==> src/rtl/pit_timer.sv <==
module pit_timer (
  input  logic       clk,
  input  logic       rst_n,
  input  logic       wr_en,
  input  logic [1:0] addr,
  input  logic [7:0] wdata,
  output logic       wave_out
);
  localparam int DW = 16;
  localparam int CW = DW + 1;
  localparam logic [CW-1:0] FULL = CW'(1) << DW;

  logic          byte_hi;
  logic [7:0]    lo_q;
  logic          pend_sq;
  logic          act_sq;
  logic          running;
  logic [CW-1:0] div_q;
  logic [CW-1:0] ph;

  wire ctrl_ok = wr_en && addr == 2'd3 && wdata[7:6] == 2'b00 &&
                 wdata[5:4] == 2'b11 && !wdata[0] &&
                 (wdata[3:1] == 3'b010 || wdata[3:1] == 3'b011);
  wire data_wr = wr_en && addr == 2'd0;
  wire load    = data_wr && byte_hi;

  wire [DW-1:0] raw     = {wdata, lo_q};
  wire [CW-1:0] new_div = (raw == '0) ? FULL : {1'b0, raw};

  always_ff @(posedge clk or negedge rst_n) begin
    if (!rst_n) begin
      byte_hi <= 1'b0;
      lo_q    <= '0;
      pend_sq <= 1'b1;
      act_sq  <= 1'b1;
      running <= 1'b0;
      div_q   <= FULL;
      ph      <= CW'(1);
    end else begin
      if (running)
        ph <= (ph == CW'(1)) ? div_q : ph - CW'(1);
      if (ctrl_ok) begin
        byte_hi <= 1'b0;
        pend_sq <= wdata[1];
      end else if (data_wr) begin
        if (!byte_hi) begin
          lo_q    <= wdata;
          byte_hi <= 1'b1;
        end else begin
          byte_hi <= 1'b0;
          div_q   <= new_div;
          ph      <= new_div;
          act_sq  <= pend_sq;
          running <= 1'b1;
        end
      end
    end
  end

  assign wave_out = !running ||
                    (act_sq ? (ph > (div_q >> 1)) : (ph != CW'(1)));
endmodule

==> config.mk <==
export PLATFORM = sky130hd
export DESIGN_NAME = pit_timer
export DESIGN_NICKNAME = d
export VERILOG_FILES = /design/src/rtl/pit_timer.sv
export SDC_FILE = /design/constraint.sdc
export NUM_CORES = 1
export LEC_CHECK = 0
export BUFFER_PORTS_ARGS = -buffer_cell sky130_fd_sc_hd__buf_2
export CORE_MARGIN = 2
export CORE_UTILIZATION = 55
export DETAILED_ROUTE_END_ITERATION = 10
export GPL_TIMING_DRIVEN = 0
export PLACE_DENSITY = 0.72
export SYNTH_ARGS = -nofsm -noshare
export SYNTH_HDL_FRONTEND = slang
export SYNTH_SLANG_ARGS = --single-unit
==> constraint.sdc <==
create_clock -name clk -period 2.15 [get_ports clk]
set_input_delay 0 -clock clk [delete_from_list [all_inputs] [get_ports clk]]
set_output_delay 0 -clock clk [all_outputs]
set_load 0.01 [all_outputs]
# Yosys cells after proc, flatten, opt, wreduce, memory -nomap -nowiden
# Cells that the tools add are included.
# Widths: inputs -> output; s select.
# totals
register_bits	46
inputBits	13
out_inout_bits	1
word_cells	43
# classes
add_sub_neg	1
order_cmp	1
n_eq_ne	6
mux	10
bitwise	2
n_reduce_logical	16
# op_table
operator	count
$mux 17	6
$eq 17x1->1 const B	1
$gt 17x16->1	1
$ne 17x1->1 const B	1
$sub 17x1->17 const B	1
$logic_not 16->1	1
$eq 3x2->1 const B	2
$logic_and 1x1->1	6
$reduce_and 3->1	2
$eq 2x2->1 const B	2
$logic_not 2->1	2
$mux 1	4
$logic_not 1->1	2
$logic_or 1x1->1	2
$not 1->1	2
$reduce_bool 2->1	1

# Depth between registers and ports, before layout
# depth
word_depth	8
depth_mapped	8

# Worst setup path after synthesis
# Ideal clock, no wire load.
# synth_path
kind	reg2reg
start	register ph[1]
end	register ph[16]
arrival_ns	1.792
setup_slack_ns	0.254
stages_incl_launch_ff	8
synth_period_minus_slack_ns	1.896
cell_sequence	dfrtp_1 -> inv_1 -> ha_1 -> nor4b_1 -> and2_1 -> and3_1 -> o21ai_0 -> a221oi_1
# synth_via
elab_chain_len	6
# synth_rtl
item	line	text
from (decl)	19	logic [CW-1:0] ph;
from (signal assigned)	41	ph <= (ph == CW'(1)) ? div_q : ph - CW'(1);
from (signal assigned)	52	ph <= new_div;
$sub 17x1->17 or $eq 17x1->1 (tied branches)	41	
$mux 17 *	41	
$mux 17 *	40	if (running)
$mux 17	46	if (!byte_hi) begin
$mux 17	45	end else if (data_wr) begin
$mux 17 *	42	if (ctrl_ok) begin
# Every way passes the cells marked *; elsewhere a longest branch is shown, timed or not.
# A chain may end at the register's enable or synchronous reset.

# Worst setup path after layout
# layout_path
start	register ph[4]
end	output wave_out
# layout_via
elab_chain_len	3
# layout_rtl
item	line	text
$gt 17x16->1 or $ne 17x1->1 (tied branches)	61	(act_sq ? (ph > (div_q >> 1)) : (ph != CW'(1)));
$mux 1 *	61	
$logic_or 1x1->1 *	60	assign wave_out = !running ||
to (decl)	7	output logic wave_out
# Marked as above.

==> metrics <==
status=finished, violations left; failing checks=setup timing; placed cell count=400; Sw Share=43.78%; Yosys Warn Count=0; initial antenna violation count=0; cell taking the most area after synthesis=dfrtp_1; Synth Net Count=348; CTS H-tree depth=2; Antenna Nets Post-Route=0; final hold violation count=0; core area=0.005042 sq mm; Max Buffers Root-to-Sink=2; P&R area growth vs syn=23.70%; WHS=9.055 ps; Crit. Startpoint=ph[4]; max frequency=between 400 and 500 MHz; drt first pass iters=5; # clock sinks=46; final setup margin=-6.977 ps; number of port buffers=13; Worst EP required=~2200 ps; final setup fails=1; share of total power in sequential cells=a little over a third; crit path capture=wave_out; starting density of the core=56.53%; CP max FO=5; largest cells by area after synthesis=dfrtp_1 (37%), ha_1 (7.9%), o21ai_0 (5.8%); Final Max Slew Viols=0; CTS Buf Count=5; final core occ=69.93%; Vias/cell=between 6 and 7; main combinational cell family by area after synthesis=compound AO/OA/AOI/OAI gates; Critical Path AT=roughly 2200 ps; Clk pwr share=a little over an eighth; largest net degree at the start of global routing=47; Hold Path Class=input pin to register; async set or reset register ratio after synthesis=between 90% and 100%; post-synth top area share=about 37%; Fin Setup TNS=-6.977 ps; clock latency on the worst-skew pair=320 ps; wirelength, routed=approximately 8.6 mm; # DRC=0; Syn Area/Cell=about 9 sq um; share of cells above drive strength 1=between 20% and 30%; ys flop type=dfrtp_1; internal cell power=roughly 2600 uW; global-route wire length before repair=13.92 mm; vias in the first global route=about 2,700; row count=26; CTS tree=done; Detailed Place HPWL=5.700 mm; Final Instance Count excl. Fillers=~440; Clock Skews=8.184 ps; GRT Resource Usage Total=between 30% and 40%; Crit Reg-Reg Endpoint=ph[16]; vias=roughly 2,800; root buffer cell=clkbuf_8; pwr dens=approximately 1300 mW/mm^2; gpl congestion=0.9600; clock slew at reported path FFs=around 100 ps; worst reg-to-reg path cell count=7; RSZ-0062 raised after global routing=true; Post-Synth Simple-Gate Area=about a fifth; max_cap viols=0; Leak=around 0.0015 uW; origin of the critical flop-to-flop path=ph[1]; fin crit share=100.3%; #FFs+latches synth=between 40 and 50; most frequent cells after synthesis=dfrtp_1 (42), nand2_1 (41), o21ai_0 (33), inv_1 (24), a21oi_1 (19); I/O pin count=14; Synth Area in Adders=a little under 8%; xor/xnor share of the synthesized area=less than 1%; Post-synth EDFFs=0; Worst-Margin Slew=~1000 ps; # diodes=0; total power=4562 uW; Mapped Cells=about 320; most common cell in the netlist=dfrtp_1; DRT iter0 DRCs=between 300 and 400; Compound-Gate Fraction of Synth Area=a little under a quarter; Die ar.=0.005774 sq mm; reg-to-reg slack, setup=approximately 20 ps; post-synthesis mux area share=under 10%; combinational fraction of design power=between 50 and 60%; Die Wd=between 70 and 80 um; minimum clock period=between 2000 and 2500 ps; net switching power=1997 uW; Rel. slew slack=a little under a third; maximum VDD drop=approximately 750 uV; Crit. End Element=output pin; mapped cell area=between 0.002 and 0.003 sq mm; DR WL/cell=about 20 um; Chip Height=about 76 um; nets@finish=397; kind of start point of the critical path=register; post-synthesis sequential area ratio=40.56%; Remaining Overflow, GRT=0; Synth cell types=54; Worst Setup Path Type=register to output pin
==> logic make-up (layout without fill, tap and decap cells) <==
| kind of cell | Yosys count | in the layout |
|---|---|---|
| AO/OA/AOI/OAI | 95 | 95 |
| XOR/XNOR | 1 | 1 |
| adder cells (fa/ha/maj) | 18 | 18 |
| buffers and inverters | 38 | 88 |
| flip-flops | 46 | 46 |
| multiplexers | 9 | 9 |
| AND/OR/NAND/NOR | 110 | 110 |
==> layout by cell type, fill, tap and decap left out, drive strengths merged, types with 2 or more instances in the layout <==
cell type    count
or4              3
o32ai            3
o21ai           34
a211oi           2
nor4b            2
nand2           41
or2              2
a21o             3
and2             2
nor4             7
o211ai           6
dfstp            4
o22ai            2
buf             37
inv             27
mux2             9
nor2            15
o21a             3
a21oi           19
o31ai            4
ha              18
dfrtp           42
a31oi            2
nor2b            2
clkbuf          15
or3              2
dlygate4sd3      9
o221ai           2
o41ai            5
nor3            17
nor3b            2
nand3            4
nand4            7
==> repair_timing <==
action                                  CTS  global route
resized for setup                        21            25
buffers inserted                          8            12
gates cloned                              0             0
endpoints found under the hold margin    53             0
pin swaps                                 8             2
endpoints found under the setup margin   18            23
hold buffers                              9             0
==> flip-flops by register name, indices dropped and copies added (netlist names) <==
register and count:
pend_sq 1, act_sq 1, ph 17, lo_q 8, div_q 17, byte_hi 1, running 1
==> final cells by class <==
type	instances	area [sq um]
buffer	14	78.83
clock buffer	5	68.82
inverter	24	90.09
sequential	46	1167
timing repair buffer	42	305.3
fill	400	1516
clock inverter	3	26.28
multi-input combinational	233	1702
tap	70	87.58
==> power groups by stage <==
stage	Combinational [uW]	Sequential [uW]	Clock (uW)
after floorplan	1240	1520	0
after global placement	1560	1620	0
after detailed placement	1600	1630	0
after CTS	1850	1650	590
after global routing	2520	1710	612
final	2300	1670	594
==> routing by layer <==
layer | routed length, um | GRT usage [%] | vias to the layer above
li1 | - | - | 1260
met3 | 784 | 6.991 | 40
met4 | 314 | 13.27 | 0
met5 | 0 | 0 | -
met1 | 3453 | 39.92 | 1358
met2 | 4092 | 49.73 | 160
==> worst min path at each step <==
stage	startpoint	end	slack, ps	depth (start not counted)
floorplan	rst_n	byte_hi	-300	0
global placement	rst_n	ph[13]	230	1
detailed placement	rst_n	ph[13]	240	1
CTS	addr[1]	byte_hi	2	3
global route	addr[1]	byte_hi	50	3
finish	addr[1]	byte_hi	9	3
==> stage by stage <==
stage	setup WS [ps]	area (sq um)
final	-6.977	3526
after global routing	-56.60	3526
after CTS	-12.67	3337
after detailed placement	-239.5	3003
after global placement	-268.9	3003
after floorplan	254.4	2850
==> critical path, cell delays in order (launching register included) <==
cell and delay, ps:
dfrtp_2 470, ha_1 340, nand2_1 60, o21a_1 230
o41ai_4 350, a21oi_2 70, o221ai_2 140, buf_2 160
Power figures use the tool's default switching activity.
